--- src/rtl/trap_pkg.sv ---
package trap_pkg;
  localparam int NUM_W = 7;

  typedef enum logic [1:0] {
    CLS_RESET = 2'd0,
    CLS_DED   = 2'd1,
    CLS_FLT   = 2'd2,
    CLS_SW    = 2'd3
  } trap_cls_e;

  typedef enum logic [2:0] {
    SRC_NONE, SRC_RST, SRC_NMI, SRC_SOF, SRC_SUF, SRC_FLT, SRC_SWT
  } trap_src_e;

  localparam logic [NUM_W-1:0] NUM_RST = 7'h00;
  localparam logic [NUM_W-1:0] NUM_NMI = 7'h02;
  localparam logic [NUM_W-1:0] NUM_SOF = 7'h04;
  localparam logic [NUM_W-1:0] NUM_SUF = 7'h06;
  localparam logic [NUM_W-1:0] NUM_FLT = 7'h0A;

  typedef struct packed {
    logic             valid;
    trap_src_e        src;
    trap_cls_e        cls;
    logic [NUM_W-1:0] num;
    logic             hw;
  } trap_pick_t;
endpackage

--- src/rtl/trap_edge.sv ---
module trap_edge #(
  parameter int W = 11
) (
  input  logic         clk,
  input  logic         rst,
  input  logic [W-1:0] din,
  output logic [W-1:0] rise
);
  logic [W-1:0] din_q;

  always_ff @(posedge clk) begin
    if (rst) din_q <= '0;
    else     din_q <= din;
  end

  assign rise = din & ~din_q;
endmodule

--- src/rtl/trap_flags.sv ---
module trap_flags #(
  parameter int W = 8
) (
  input  logic         clk,
  input  logic         rst,
  input  logic [W-1:0] set,
  input  logic         we,
  input  logic [W-1:0] wdata,
  output logic [W-1:0] flags
);
  logic [W-1:0] kept;

  assign kept = we ? (flags & wdata) : flags;

  always_ff @(posedge clk) begin
    if (rst) flags <= '0;
    else     flags <= kept | set;
  end

  assert_flag_set_R9: assert property (@(posedge clk) disable iff (rst)
    |set |=> ((flags & $past(set)) == $past(set)));

  assert_flag_clear_R10: assert property (@(posedge clk) disable iff (rst)
    (we && set == '0) |=> (flags == ($past(flags) & $past(wdata))));
endmodule

--- src/rtl/trap_select.sv ---
module trap_select
  import trap_pkg::*;
(
  input  logic             p_rst,
  input  logic [2:0]       p_ded,
  input  logic             p_flt,
  input  logic             p_sw,
  input  logic [NUM_W-1:0] sw_num,
  output trap_pick_t       pick
);
  always_comb begin
    pick = '{valid: 1'b1, src: SRC_NONE, cls: CLS_SW, num: '0, hw: 1'b1};
    if (p_rst) begin
      pick.src = SRC_RST; pick.cls = CLS_RESET; pick.num = NUM_RST;
    end else if (p_ded[0]) begin
      pick.src = SRC_NMI; pick.cls = CLS_DED; pick.num = NUM_NMI;
    end else if (p_ded[1]) begin
      pick.src = SRC_SOF; pick.cls = CLS_DED; pick.num = NUM_SOF;
    end else if (p_ded[2]) begin
      pick.src = SRC_SUF; pick.cls = CLS_DED; pick.num = NUM_SUF;
    end else if (p_flt) begin
      pick.src = SRC_FLT; pick.cls = CLS_FLT; pick.num = NUM_FLT;
    end else if (p_sw) begin
      pick.src = SRC_SWT; pick.cls = CLS_SW; pick.num = sw_num; pick.hw = 1'b0;
    end else begin
      pick.valid = 1'b0; pick.hw = 1'b0;
    end
  end
endmodule

--- src/rtl/trap_arbiter.sv ---
module trap_arbiter
  import trap_pkg::*;
#(
  parameter int N_RST = 3,
  parameter int N_FLT = 5,
  parameter int VEC_W = 24,
  parameter int LVL_W = 4
) (
  input  logic               clk,
  input  logic               rst,
  input  logic [N_RST-1:0]   rst_cause,
  input  logic               nmi_req,
  input  logic               stk_ovf_req,
  input  logic               stk_unf_req,
  input  logic [N_FLT-1:0]   flt_req,
  input  logic               swt_strobe,
  input  logic [6:0]         swt_num,
  input  logic               flag_we,
  input  logic [3+N_FLT-1:0] flag_wdata,
  output logic [3+N_FLT-1:0] trap_flags,
  input  logic               svc_ack,
  output logic               svc_req,
  output logic [6:0]         svc_num,
  output logic [VEC_W-1:0]   svc_vec,
  output logic [1:0]         svc_cls,
  output logic [LVL_W-1:0]   svc_lvl
);
  localparam int N_DED = 3;
  localparam int N_FLAG = N_DED + N_FLT;
  localparam int N_IN = N_RST + N_FLAG;
  localparam logic [LVL_W-1:0] LVL_TOP = '1;

  logic [N_IN-1:0]  rise;
  logic [N_RST-1:0] rise_rst;
  logic [N_DED-1:0] rise_ded;
  logic [N_FLT-1:0] rise_flt;

  trap_edge #(.W(N_IN)) u_edge (
    .clk (clk),
    .rst (rst),
    .din ({flt_req, stk_unf_req, stk_ovf_req, nmi_req, rst_cause}),
    .rise(rise)
  );

  assign rise_rst = rise[N_RST-1:0];
  assign rise_ded = rise[N_RST +: N_DED];
  assign rise_flt = rise[N_RST+N_DED +: N_FLT];

  trap_flags #(.W(N_FLAG)) u_flags (
    .clk  (clk),
    .rst  (rst),
    .set  ({rise_flt, rise_ded}),
    .we   (flag_we),
    .wdata(flag_wdata),
    .flags(trap_flags)
  );

  logic             p_rst_q, p_flt_q, p_sw_q;
  logic [N_DED-1:0] p_ded_q;
  logic [6:0]       sw_num_q;
  trap_src_e        cur_src;

  logic             take;
  logic             p_rst_n, p_flt_n, p_sw_n;
  logic [N_DED-1:0] p_ded_n;
  logic [6:0]       sw_num_n;
  trap_pick_t       pick;

  assign take = svc_req && svc_ack;

  always_comb begin
    p_rst_n = (p_rst_q && !(take && cur_src == SRC_RST)) || (|rise_rst);
    for (int i = 0; i < N_DED; i++) begin
      p_ded_n[i] = (p_ded_q[i] && !(take && cur_src == trap_src_e'(int'(SRC_NMI) + i)))
                   || rise_ded[i];
    end
    p_flt_n  = (p_flt_q && !(take && cur_src == SRC_FLT)) || (|rise_flt);
    p_sw_n   = (p_sw_q && !(take && cur_src == SRC_SWT)) || swt_strobe;
    sw_num_n = swt_strobe ? swt_num : sw_num_q;
  end

  trap_select u_sel (
    .p_rst (p_rst_n),
    .p_ded (p_ded_n),
    .p_flt (p_flt_n),
    .p_sw  (p_sw_n),
    .sw_num(sw_num_n),
    .pick  (pick)
  );

  always_ff @(posedge clk) begin
    if (rst) begin
      p_rst_q  <= 1'b0;
      p_ded_q  <= '0;
      p_flt_q  <= 1'b0;
      p_sw_q   <= 1'b0;
      sw_num_q <= '0;
      cur_src  <= SRC_NONE;
      svc_req  <= 1'b0;
      svc_num  <= '0;
      svc_vec  <= '0;
      svc_cls  <= '0;
      svc_lvl  <= '0;
    end else begin
      p_rst_q  <= p_rst_n;
      p_ded_q  <= p_ded_n;
      p_flt_q  <= p_flt_n;
      p_sw_q   <= p_sw_n;
      sw_num_q <= sw_num_n;
      cur_src  <= pick.src;
      svc_req  <= pick.valid;
      svc_num  <= pick.num;
      svc_vec  <= VEC_W'({pick.num, 2'b00});
      svc_cls  <= pick.cls;
      svc_lvl  <= pick.hw ? LVL_TOP : '0;
    end
  end

  assert_hold_until_ack_R8: assert property (@(posedge clk) disable iff (rst)
    (svc_req && !svc_ack) |=> svc_req);

  assert_reset_tier_R2: assert property (@(posedge clk) disable iff (rst)
    (|rise_rst) |=> (svc_req && svc_cls == 2'd0 && svc_num == 7'h00));

  assert_no_reserved_R11: assert property (@(posedge clk) disable iff (rst)
    (svc_req && svc_cls != 2'd3) |-> !(svc_num inside {[7'h0B:7'h0F]}));

  assert_hw_level_R5: assert property (@(posedge clk) disable iff (rst)
    (svc_req && svc_cls != 2'd3) |-> (svc_lvl == LVL_TOP));

  assert_replace_R7: assert property (@(posedge clk) disable iff (rst)
    (svc_req && svc_cls == 2'd2 && rise_ded != '0 && rise_rst == '0) |=>
      (svc_req && svc_cls == 2'd1));
endmodule

--- config.mk ---
export PLATFORM = sky130hd
export DESIGN_NAME = trap_arbiter
export DESIGN_NICKNAME = d
export VERILOG_FILES = /design/src/rtl/trap_pkg.sv /design/src/rtl/trap_edge.sv /design/src/rtl/trap_flags.sv /design/src/rtl/trap_select.sv /design/src/rtl/trap_arbiter.sv
export SDC_FILE = /design/constraint.sdc
export NUM_CORES = 1
export LEC_CHECK = 0
export ABC_AREA = 1
export BUFFER_PORTS_ARGS = -buffer_cell sky130_fd_sc_hd__buf_4
export CAP_MARGIN = 15
export CORE_ASPECT_RATIO = 0.75
export CORE_MARGIN = 2
export CORE_UTILIZATION = 44
export CTS_CLUSTER_DIAMETER = 50
export DETAILED_ROUTE_END_ITERATION = 7
export HOLD_SLACK_MARGIN = 0.05
export PLACE_DENSITY = 0.8
export SLEW_MARGIN = 10
export SYNTH_ARGS = -nofsm -noshare
export SYNTH_HDL_FRONTEND = slang
export SYNTH_HIERARCHICAL = 1
export SYNTH_SLANG_ARGS = --single-unit
--- constraint.sdc ---
create_clock -name clk -period 1.2 [get_ports clk]
set_input_delay 0.06 -clock clk [delete_from_list [all_inputs] [get_ports clk]]
set_output_delay 0.06 -clock clk [all_outputs]
set_load 0.01 [all_outputs]
==> out/metrics.yaml <==
outcome:
  outcome: "finished, violations left"
  violations: "negative setup slack"
yosys:
  synthDistinctLibCells: 21
  netlist_area_sq_um: 2100
  netlist_instances: 291
  ys_seq_elements: 46
  synth-seq-area-share_pct: 43.9
  avgSynthCellArea_sq_um: 7.21
  yosys_warnings: 6
sta:
  drv_slew: 0
  rsz0062_at_grt: "true"
  hold_viol: 0
  period_share_pct: 117
  setup_viol: 15
  finalCriticalPeriod_ns: 1.40
  hold_slack_ns: 0.0776
  fmax_mhz: 712
  skew_ns: 0.00457
  timing.final.ws_setup_ns: -0.205
routing:
  postRouteAntennaNets: 0
  wl_per_cell_um: 10.0
  vias: 1842
  drc: 0
  drt_iter0_drc: 70
  via_per_inst: 4.23
  drt_first_pass_iters: 4
  drt_wl_total_um: 4360
place:
  port-buffer-count: 59
  place_congestion: 0.849
  hpwl_um: 3000
setup_path:
  crit_arrival_ns: 1.65
  r2r_end: "svc_vec[7]"
  start_kind: "register"
  worstSetupPathType: "register to register"
  end_kind: "register"
  required_ns: 1.45
  rrSetupSlack_ns: -0.20
  crit_path_max_fanout: 5
  rr_startpoint: "svc_req"
  cp-startpoint: "svc_req"
  rr_worst_depth: 12
clock_tree:
  cts_tree: "built"
  clk_pin_slew_ns: 0.08
  root_buffer: "clkbuf_8"
  cts_max_path_buffers: 2
  cts_buffers: 5
  clk_latency_ns: 0.30
  cts.htree.levels: 2
  clock-sinks: 46
global_route:
  gr-total-overflow: 0
  grt_antenna_before_repair: 0
  grt_max_degree: 47
  grt_usage_pct: 16.8
  grt_pass1_vias: 1747
  grt_pass1_wl_um: 7210
final_layout:
  layout-drive-gt1-share_pct: 38.1
  syn2layout_area_growth_pct: 41.5
  nets: 408
  finish.utilization_pct: 65.8
  diodes: 0
min_path:
  hp-start: "flt_req[2]"
  hold_path_end: "u_edge/din_q[8]"
  hp-class: "input pin to register"
  holdPathStages: 4
power:
  p_leak_nw: 1.53
  power_density_nw_per_um2: 1130
  ir_worst_vdd_uv: 642
floorplanning:
  die_x_um: 83.8
  core_area_sq_um: 4520
  initial_core_util_pct: 46.5
  num_rows: 21
  die_area_sq_um: 5350
  dieHeight_um: 63.8
  pin_count: 77
run:
  cap_viol_max_count: 0
==> what timing repair did <==
| item | CTS | global route |
|---|---|---|
| setup buffers | 6 | 3 |
| endpoints found under the setup margin | 14 | 15 |
| resized for setup | 17 | 18 |
| hold endpoints to repair | 15 | 0 |
| pin swaps | 9 | 16 |
| hold buffers | 15 | 0 |
==> where the power goes <==
| part | switching, W | internal (W) | total, W |
|---|---|---|---|
| clock network | 0.000514 | 0.000582 | 0.00110 |
| logic | 0.000309 | 0.000298 | 0.000608 |
| registers | 0.0000354 | 0.00161 | 0.00164 |
| total | 0.000859 | 0.00249 | 0.00335 |
==> registers in the layout, summed over array words and instances (netlist names) <==
| register | cells |
|---|---|
| sw_num_q | 7 |
| svc_lvl | 1 |
| p_ded_q | 3 |
| u_edge/din_q | 11 |
| svc_req | 1 |
| u_flags/flags | 8 |
| svc_cls | 2 |
| p_flt_q | 1 |
| p_rst_q | 1 |
| cur_src | 3 |
| p_sw_q | 1 |
| svc_vec | 7 |
==> cells by family (layout without fill, tap and decap cells) <==
| family | after synthesis | in the layout | share of synthesized area (%) |
|---|---|---|---|
| AOI/OAI and AO/OA | 27 | 27 | 7.33 |
| buffers and inverters | 88 | 159 | 22.7 |
| DFF | 46 | 46 | 43.9 |
| other | 1 | 17 | 0.179 |
| and+or+nand+nor | 129 | 129 | 25.9 |
==> critical path, stage by stage (launching register included) <==
cell	delay (ns)
dfxtp_2	0.36
nand2_4	0.07
nor2_4	0.12
nand2_2	0.06
nand2_2	0.07
nand2_2	0.07
nor2_4	0.14
nand2_4	0.08
clkinv_4	0.07
nand2_1	0.07
nor2_1	0.12
inv_1	0.05
nor2_1	0.07
==> final cells by class <==
| cell class | count | area [sq um] |
|---|---|---|
| clock buffers | 8 | 110 |
| fillers | 385 | 1550 |
| inverters | 54 | 215 |
| multi-input cells | 173 | 873 |
| flip-flops and latches | 46 | 928 |
| well taps | 57 | 71.3 |
| repair buffers | 97 | 773 |
==> worst max-delay path by stage <==
stage	end	slack, ns	cells after the start
final	svc_vec[7]	-0.20	12
after global routing	svc_vec[7]	-0.33	12
after CTS	svc_vec[7]	-0.19	12
after detailed placement	svc_vec[7]	-0.24	12
after global placement	svc_vec[2]	-0.16	10
after floorplan	svc_vec[8]	-0.1	12
==> stage by stage <==
stage	power (W)	TNS (ns)	instances	setup slack, ns	area [sq um]
2_1_floorplan	0.00201	-0.638	307	-0.0965	2180
3_5_place_dp	0.00217	-2.47	404	-0.236	2540
3_3_place_gp	0.00216	-1.79	404	-0.159	2540
5_1_grt	0.00351	-3.79	435	-0.332	2970
4_1_cts	0.00334	-2.09	433	-0.186	2900
6_report	0.00335	-2.12	435	-0.205	2970
==> synth_stat cells <==
cell type  count  area share, %
nor3_1         3           0.71
buf_6          5            2.7
dfxtp_1       46             44
conb_1         1           0.18
o21ai_0        1           0.24
nor2_1        47            8.4
nor2_2         5            1.5
a21oi_2        5            2.1
inv_2          2           0.36
nand3_1        1           0.24
nand2_1       62             11
buf_2          1           0.24
a21oi_1       21            5.0
inv_1         50            8.9
nor2_4         2            1.1
nand2_4        1           0.54
clkinv_2       1           0.24
inv_6          1           0.42
buf_4         27            9.7
clkbuf_1       1           0.18
nand2_2        8            2.4
==> placed cells by master (no fill, tap or decap) <==
cell and n:
a21oi_1 17, a21oi_2 9, buf_4 80, buf_6 2, clkbuf_8 8, clkinv_4 1, conb_1 17, dfxtp_1 40
dfxtp_2 6, dlygate4sd3_1 15, inv_1 47, inv_2 4, inv_4 1, inv_6 1, nand2_1 54, nand2_2 11
nand2_4 6, nand3_4 1, nor2_1 43, nor2_2 6, nor2_4 5, nor3_1 1, nor3_2 2, o21ai_2 1
==> metal layers <==
| layer | vias to the layer above | GRT usage (%) | part of all wire, % |
|---|---|---|---|
| li1 | 975 | - | - |
| met1 | 821 | 19.9 | 46 |
| met2 | 43 | 29.4 | 48 |
| met3 | 3 | 5.68 | 5.2 |
| met4 | 0 | 4.44 | 0.78 |
| met5 | - | 0 | 0 |
Note: power is estimated with default switching activity, not from simulation.
